[src/rtl/rbs_pkg.sv]
package rbs_pkg;
    localparam int NUM_CH = 24;
    localparam int CH_W   = 5;
    localparam int FR_W   = 7;
    localparam int ADDR_W = 7;
    localparam logic [ADDR_W-1:0] COS_BASE = 7'h40;

    typedef enum logic [1:0] {
        FMT_MF12  = 2'd0,
        FMT_MF24  = 2'd1,
        FMT_MF72  = 2'd2,
        FMT_NOSIG = 2'd3
    } fmt_e;

    typedef struct packed {
        logic            vld;
        logic [CH_W-1:0] ch;
        logic [3:0]      cw;
    } cw_evt_t;

    function automatic logic [FR_W-1:0] mf_len(fmt_e f);
        case (f)
            FMT_MF12: return FR_W'(12);
            FMT_MF72: return FR_W'(72);
            default:  return FR_W'(24);
        endcase
    endfunction

    // slot 0..3 selects A..D
    function automatic logic [1:0] sig_slot(logic [FR_W-1:0] frame, logic wide);
        logic [FR_W-1:0] k;
        logic [FR_W-1:0] km1;
        k   = frame / FR_W'(6);
        km1 = k - FR_W'(1);
        return wide ? km1[1:0] : {1'b0, km1[0]};
    endfunction

    function automatic logic [3:0] finish_cw(logic [3:0] m, logic wide);
        return wide ? m : {m[3], m[2], m[3], m[2]};
    endfunction
endpackage

[src/rtl/rbs_assembler.sv]
module rbs_assembler
    import rbs_pkg::*;
#(
    parameter int NCH = NUM_CH,
    parameter int CW  = CH_W,
    parameter int FW  = FR_W
) (
    input  logic          clk,
    input  logic          rst,
    input  fmt_e          fmt_i,
    input  logic          sixteen_i,
    input  logic          vld_i,
    input  logic          bit_i,
    input  logic [FW-1:0] frame_i,
    input  logic [CW-1:0] ch_i,
    output cw_evt_t       evt_o
);
    logic [3:0] part [NCH];
    logic       wide;
    logic       is_sig;
    logic [3:0] mask;
    logic [3:0] merged;

    assign wide   = (fmt_i != FMT_MF12) && sixteen_i;
    assign is_sig = vld_i && (fmt_i != FMT_NOSIG) && (frame_i != '0)
                  && ((frame_i % FW'(6)) == '0) && (frame_i <= mf_len(fmt_i))
                  && (ch_i < CW'(NCH));
    assign mask   = 4'b1000 >> sig_slot(frame_i, wide);
    assign merged = (part[ch_i] & ~mask) | (bit_i ? mask : 4'b0000);

    always_ff @(posedge clk) begin
        if (rst) begin
            for (int i = 0; i < NCH; i++) part[i] <= '0;
        end else if (is_sig) begin
            part[ch_i] <= merged;
        end
    end

    assign evt_o.vld = is_sig && (frame_i == mf_len(fmt_i));
    assign evt_o.ch  = ch_i;
    assign evt_o.cw  = finish_cw(merged, wide);

    AST_NARROW_MIRROR: assert property (@(posedge clk) disable iff (rst)
        (evt_o.vld && !wide) |-> (evt_o.cw[1:0] == evt_o.cw[3:2]));
endmodule

[src/rtl/rbs_freeze_ctl.sv]
module rbs_freeze_ctl (
    input  logic clk,
    input  logic rst,
    input  logic freeze_i,
    input  logic sync_loss_i,
    input  logic slip_i,
    input  logic mf_end_i,
    output logic frz_o
);
    logic hold;

    assign frz_o = freeze_i || sync_loss_i || slip_i || hold;

    always_ff @(posedge clk) begin
        if (rst)                        hold <= 1'b0;
        else if (mf_end_i)              hold <= 1'b0;
        else if (sync_loss_i || slip_i) hold <= 1'b1;
    end

    AST_HOLD_SPANS: assert property (@(posedge clk) disable iff (rst)
        ((sync_loss_i || slip_i) && !mf_end_i) |=> frz_o);
endmodule

[src/rtl/rbs_store.sv]
module rbs_store
    import rbs_pkg::*;
#(
    parameter int NCH = NUM_CH,
    parameter int CW  = CH_W,
    parameter int AW  = ADDR_W
) (
    input  logic           clk,
    input  logic           rst,
    input  cw_evt_t        evt_i,
    input  logic           frz_i,
    input  logic           deb_en_i,
    input  logic           acc_stb_i,
    input  logic           acc_rd_i,
    input  logic [AW-1:0]  acc_addr_i,
    input  logic [7:0]     acc_wdata_i,
    input  logic [CW-1:0]  rd_ch_i,
    output logic [7:0]     rdata_o,
    output logic [NCH-1:0] cos_o,
    output logic [3:0]     cw_rd_o
);
    localparam int NGRP = (NCH + 7) / 8;
    localparam int PADW = NGRP * 8;
    localparam int GW   = (NGRP > 1) ? $clog2(NGRP) : 1;

    logic [3:0]     store [NCH];
    logic [3:0]     last  [NCH];
    logic [NCH-1:0] ext;
    logic [NCH-1:0] cos;
    logic [NCH-1:0] cos_n;
    logic [NCH*4-1:0] store_flat;
    logic [PADW-1:0] cos_pad;
    logic [GW-1:0]  grp_idx;
    logic           ev_ok, accept, change, rd_stb;
    logic [7:0]     rd_mux;

    assign ev_ok  = evt_i.vld && ext[evt_i.ch];
    assign accept = ev_ok && !frz_i && (!deb_en_i || (evt_i.cw == last[evt_i.ch]));
    assign change = accept && (evt_i.cw != store[evt_i.ch]);
    assign rd_stb = acc_stb_i && acc_rd_i;
    assign cos_pad = PADW'(cos);
    assign grp_idx = GW'(acc_addr_i - COS_BASE);

    generate
        for (genvar g = 0; g < NCH; g++) begin : g_ch
            logic set_c, clr_c;
            assign set_c    = change && (evt_i.ch == CW'(g));
            assign clr_c    = rd_stb && (acc_addr_i == COS_BASE + AW'(g / 8));
            assign cos_n[g] = set_c || (cos[g] && !clr_c);
            assign store_flat[g*4 +: 4] = store[g];

            AST_FLAG_WITH_CHANGE: assert property (@(posedge clk) disable iff (rst)
                $rose(cos[g]) |-> (store[g] != $past(store[g])));
        end
    endgenerate

    always_comb begin
        rd_mux = '0;
        if (acc_addr_i < AW'(NCH))
            rd_mux = {3'b000, ext[acc_addr_i[CW-1:0]], store[acc_addr_i[CW-1:0]]};
        else if (acc_addr_i >= COS_BASE && acc_addr_i < COS_BASE + AW'(NGRP))
            rd_mux = cos_pad[grp_idx*8 +: 8];
    end

    always_ff @(posedge clk) begin
        if (rst) begin
            for (int i = 0; i < NCH; i++) begin
                store[i] <= '0;
                last[i]  <= '0;
            end
            ext     <= '1;
            cos     <= '0;
            rdata_o <= '0;
        end else begin
            if (ev_ok)  last[evt_i.ch]  <= evt_i.cw;
            if (change) store[evt_i.ch] <= evt_i.cw;
            if (rd_stb) rdata_o <= rd_mux;
            if (acc_stb_i && !acc_rd_i && acc_addr_i < AW'(NCH))
                ext[acc_addr_i[CW-1:0]] <= acc_wdata_i[4];
            cos <= cos_n;
        end
    end

    assign cos_o   = cos;
    assign cw_rd_o = (rd_ch_i < CW'(NCH)) ? store[rd_ch_i] : 4'b0000;

    AST_FREEZE_STABLE: assert property (@(posedge clk) disable iff (rst)
        frz_i |=> $stable(store_flat));
    AST_DEBOUNCE_HOLD: assert property (@(posedge clk) disable iff (rst)
        (evt_i.vld && deb_en_i && evt_i.cw != last[evt_i.ch]) |=> $stable(store_flat));
    AST_DISABLED_STABLE: assert property (@(posedge clk) disable iff (rst)
        (evt_i.vld && !ext[evt_i.ch]) |=> $stable(store_flat));
endmodule

[src/rtl/rbs_extractor.sv]
module rbs_extractor
    import rbs_pkg::*;
#(
    parameter int NCH = NUM_CH,
    parameter int CW  = CH_W,
    parameter int FW  = FR_W,
    parameter int AW  = ADDR_W
) (
    input  logic          clk,
    input  logic          rst,
    input  logic [1:0]    fmt_i,
    input  logic          sixteen_i,
    input  logic          deb_en_i,
    input  logic          freeze_i,
    input  logic          sync_loss_i,
    input  logic          slip_i,
    input  logic          sig_ie_i,
    input  logic          byte_vld_i,
    input  logic [7:0]    byte_i,
    input  logic [FW-1:0] frame_i,
    input  logic [CW-1:0] chan_i,
    input  logic          acc_stb_i,
    input  logic          acc_rd_i,
    input  logic [AW-1:0] acc_addr_i,
    input  logic [7:0]    acc_wdata_i,
    output logic [7:0]    acc_rdata_o,
    output logic          out_vld_o,
    output logic [7:0]    data_o,
    output logic [7:0]    sig_o,
    output logic          irq_o
);
    fmt_e           fmt;
    cw_evt_t        evt;
    logic           frz;
    logic           mf_end;
    logic [NCH-1:0] cos;
    logic [3:0]     cw_rd;

    assign fmt    = fmt_e'(fmt_i);
    assign mf_end = byte_vld_i && (frame_i == mf_len(fmt)) && (chan_i == CW'(NCH - 1));

    rbs_assembler #(.NCH(NCH), .CW(CW), .FW(FW)) u_asm (
        .clk(clk), .rst(rst), .fmt_i(fmt), .sixteen_i(sixteen_i),
        .vld_i(byte_vld_i), .bit_i(byte_i[0]), .frame_i(frame_i),
        .ch_i(chan_i), .evt_o(evt));

    rbs_freeze_ctl u_frz (
        .clk(clk), .rst(rst), .freeze_i(freeze_i), .sync_loss_i(sync_loss_i),
        .slip_i(slip_i), .mf_end_i(mf_end), .frz_o(frz));

    rbs_store #(.NCH(NCH), .CW(CW), .AW(AW)) u_store (
        .clk(clk), .rst(rst), .evt_i(evt), .frz_i(frz), .deb_en_i(deb_en_i),
        .acc_stb_i(acc_stb_i), .acc_rd_i(acc_rd_i), .acc_addr_i(acc_addr_i),
        .acc_wdata_i(acc_wdata_i), .rd_ch_i(chan_i), .rdata_o(acc_rdata_o),
        .cos_o(cos), .cw_rd_o(cw_rd));

    always_ff @(posedge clk) begin
        if (rst) begin
            out_vld_o <= 1'b0;
            data_o    <= '0;
            sig_o     <= '0;
        end else begin
            out_vld_o <= byte_vld_i;
            if (byte_vld_i) begin
                data_o <= byte_i;
                sig_o  <= {4'b0000, cw_rd};
            end
        end
    end

    assign irq_o = sig_ie_i && (|cos);

    AST_SLOT_TRACKS_INPUT: assert property (@(posedge clk) disable iff (rst)
        byte_vld_i |=> (out_vld_o && data_o == $past(byte_i)));
endmodule

[config.mk]
export PLATFORM = sky130hd
export DESIGN_NAME = rbs_extractor
export DESIGN_NICKNAME = d
export VERILOG_FILES = /design/src/rtl/rbs_pkg.sv /design/src/rtl/rbs_assembler.sv /design/src/rtl/rbs_freeze_ctl.sv /design/src/rtl/rbs_store.sv /design/src/rtl/rbs_extractor.sv
export SDC_FILE = /design/constraint.sdc
export NUM_CORES = 1
export LEC_CHECK = 0
export CAP_MARGIN = 5
export CELL_PAD_IN_SITES_DETAIL_PLACEMENT = 1
export CELL_PAD_IN_SITES_GLOBAL_PLACEMENT = 1
export CORE_ASPECT_RATIO = 1.1
export CORE_MARGIN = 5
export CORE_UTILIZATION = 45
export CTS_CLUSTER_DIAMETER = 100
export DETAILED_ROUTE_END_ITERATION = 8
export GPL_TIMING_DRIVEN = 0
export PLACE_DENSITY = 0.84
export REMOVE_ABC_BUFFERS = 1
export SETUP_SLACK_MARGIN = 0.1
export SLEW_MARGIN = 20
export SYNTH_ARGS = -nofsm -noshare
export SYNTH_HDL_FRONTEND = slang
export SYNTH_SLANG_ARGS = --single-unit
[constraint.sdc]
create_clock -name clk -period 9.7 [get_ports clk]
set_input_delay 1.94 -clock clk [delete_from_list [all_inputs] [get_ports clk]]
set_output_delay 1.94 -clock clk [all_outputs]
set_load 0.03 [all_outputs]
==> impl_metrics.csv <==
group,metric,value,unit
outcome,outcome,"complete, no violations",
grt,grt_pass1_vias,17200,
sta,fin_crit_sh,0.833,
cells_and_area,drive_gt1_frac,0.191,
sta,fin_worst_skew,0.0318,ns
power,power.density,181,nW/um2
synth,yosys-top-cells-count,"edfxtp_1 (384), nor2_1 (254), nand2_1 (204)",
synth,synth_area_leaders,"edfxtp_1 (50%), mux4_2 (13%), dfxtp_1 (6.1%)",
detailed_routing,route.vias.total,16200,
worst_setup_path,path_cells,"clkdlybuf4s50_1, or4_1, o211ai_1, a22o_1, ha_1, inv_1, nand4_1, or2_1, or3_1, o21a_4, clkinv_2, xnor2_1, o41a_2, buf_12, buf_16, o41ai_1",
worst_setup_path,slowest_delay,1.01,ns
worst_setup_path,worst-setup-path-type,"input port to flip-flop",
detailed_routing,ant_nets,0,
clock_network,root_buffer,"clkbuf_16",
clock_network,clk_pin_slew,0.06,ns
sta,min_period,8.08,ns
sta,setup_viol,0,
place,hpwl,45900,um
clock_network,h-tree-depth,2,
sta,setup_tns,0,ns
power,p_leak,8.88,nW
floorplanning,die_h,247,um
power,power,4.73,mW
place,portBuffers,62,
synth,synth_top_cell_by_area,"edfxtp_1",
cells_and_area,fin_area,26100,um2
synth,synth-async-reset-ratio,0,
worst_setup_path,critPathCaptureType,"flip-flop",
detailed_routing,drt_iter0_markers,1566,
detailed_routing,drtPass1Iterations,5,
detailed_routing,wirelength,69100,um
sta,rsz0062_at_grt,"false",
power,combPwrFrac,0.140,
power,p_int,3.47,mW
synth,synth_top_area_share,0.502,
grt,grt_util_all_layers,0.247,
worst_setup_path,path_buf_inv,5,
synth,synth.most_common_cell,"edfxtp_1",
power,switchingPower,1.26,mW
clock_network,clock-sinks,454,
cells_and_area,areaGrowthSynthToFinish,13.6,%
synth,synth-seq-cells,454,
detailed_routing,viasPerCell,6.33,
floorplanning,io_pins,74,
clock_network,cts_tree,"done",
worst_setup_path,startpoint_type,"input port",
hold_path,hp-class,"flip-flop to flip-flop",
synth,synth_edf_count,384,
place,place.gp.congestion,0.820,
worst_setup_path,worstPathRequired,9.89,ns
floorplanning,die-area,55700,um2
sta,worst_pin_slew,1.20,ns
synth,synth_seq_area_share,0.563,
clock_network,hold_buffers,0,
synth,syn_area,23000,um2
floorplanning,core,50400,um2
flow_run,maxCapViolCount,0,
worst_setup_path,crit_slowest_cell,"o41ai_1",
cells_and_area,finalNetCount,1921,
floorplanning,start_util,0.456,
synth,yosysWarnings,0,
sta,clock.fmax,124,MHz
grt,grt_pass1_wl,106000,um
clock_network,cts_setup_buffers,0,
power,netSwitchingFraction,0.266,
place,dpl_cell_area,24600,um2
clock_network,cts.path.max_buffers,3,
clock_network,cts_made_buffers,49,
power,p_clk_frac,0.379,
grt,antenna_found_initial,2,
detailed_routing,post_drt_wl_per_cell,26.9,um
floorplanning,rows,86,
worst_setup_path,cp.arrival,8.27,ns
clock_network,cts_resized,0,
clock_network,clkLatencyLatePin,0.59,ns
synth,synth_ff_type,"edfxtp_1",
worst_setup_path,cp_top_family,"compound AO/OA/AOI/OAI gates",
worst_setup_path,cp_max_fo,50,
synth,yosysUniqueCellTypes,76,
sta,hold_violations,0,
grt,grt_max_degree,73,
detailed_routing,drc,0,
grt,grt_overflow,0,
power,seqPwrFrac,0.481,
cells_and_area,num_antenna_cells,0,
synth,synthCells,1785,
synth,avgSynthCellArea,12.9,um2
sta,timing.final.max_slew_violations,0,
power,ir_drop,0.130,mV
floorplanning,die_x,225,um
sta,slew_headroom,0.199,
## final cells by class
| type | instances | area (um2) |
|---|---|---|
| repair buffers | 97 | 1170 |
| well taps | 660 | 826 |
| clock inverters | 30 | 233 |
| inverters | 19 | 78.8 |
| fillers | 5058 | 24300 |
| flip-flops and latches | 454 | 12900 |
| multi-input cells | 1248 | 9610 |
| clock buffers | 57 | 1260 |
## cell families (layout without fill, tap and decap cells)
group | Yosys count | in the layout | synth area share
other | 1 | 100 | 0.000163
adders and majority gates | 4 | 4 | 0.00218
buffers and inverters | 182 | 203 | 0.0403
DFF | 454 | 454 | 0.563
xor gates and xnor gates | 11 | 11 | 0.00419
and+or+nand+nor | 745 | 745 | 0.161
muxes | 188 | 188 | 0.154
AOI/OAI and AO/OA | 200 | 200 | 0.0759
## state kept, by name, indices dropped and copies added, names as in the netlist
register and count:
sig_o 4, u_store.store 128, u_store.last 128, u_store.cos_o 24
u_frz.hold 1, u_asm.part 128, u_store.ext 24, u_store.rdata_o 8
data_o 8, out_vld_o 1
## worst min-delay path: cells and delay by family, from the launching register on
kind / cells / cell delay, ns
AOI/OAI and AO/OA: 1 / 0.05
DFF: 1 / 0.32
and+or+nand+nor: 1 / 0.06
## placed cells by master (no fill, tap or decap), types with 15 or more instances in the layout
cell type        synthesis  final
o41ai_2                 39     44
conb_1                   1    100
nor3_1                  45     41
a22oi_1                 23     23
buf_4                   21     15
nor4_2                  30     30
nand3_1                 54     54
nor2_1                 254    254
clkbuf_16                0     49
a21oi_1                 24     23
dfxtp_1                 70     70
nand2_1                204    204
mux4_2                 131    131
clkdlybuf4s50_1          0     54
or3_1                   42     42
mux2i_1                 49     48
nor4_1                  34     34
o21ai_0                 41     41
edfxtp_1               384    384
## path summary, 6_finish.rpt
path                            slack, ns                from  cells after the start                   end
worst min register to register       0.48  u_store.rdata_o[6]                      2    u_store.rdata_o[6]
worst max-delay path                 1.62          frame_i[3]                     16  u_store.store[19][3]
worst max register to register       3.84    u_asm.part[3][3]                     15  u_store.store[15][1]
worst min-delay path                 0.48  u_store.rdata_o[6]                      2    u_store.rdata_o[6]
## layer usage
metal,global-route usage,part of all wire,vias to the layer above
met5,0,0.00019,-
met1,0.294,0.36,8345
met2,0.430,0.51,760
li1,-,-,6910
met4,0.128,0.055,2
met3,0.0423,0.068,212
## through the flow
stage	setup WS [ns]	utilization	std cells	hold slack, ns
CTS	1.25	0.517	2565	0.474
detailed placement	0.763	0.488	2478	0.451
global route	1.33	0.518	2565	0.495
finish	1.62	0.518	2565	0.476
global placement	-12.20	0.475	2443	0.449
floorplan	-2.00	-	1721	0.449
## power groups by stage
stage                     clock, mW  sequential [mW]  combinational [mW]
after floorplan                   0             2.30               0.333
after global placement            0             2.30               0.571
after detailed placement          0             2.32               0.644
after CTS                      1.81             2.28               0.652
after global routing           1.90             2.28               0.697
final                          1.79             2.28               0.662
Power figures use the tool's default switching activity.
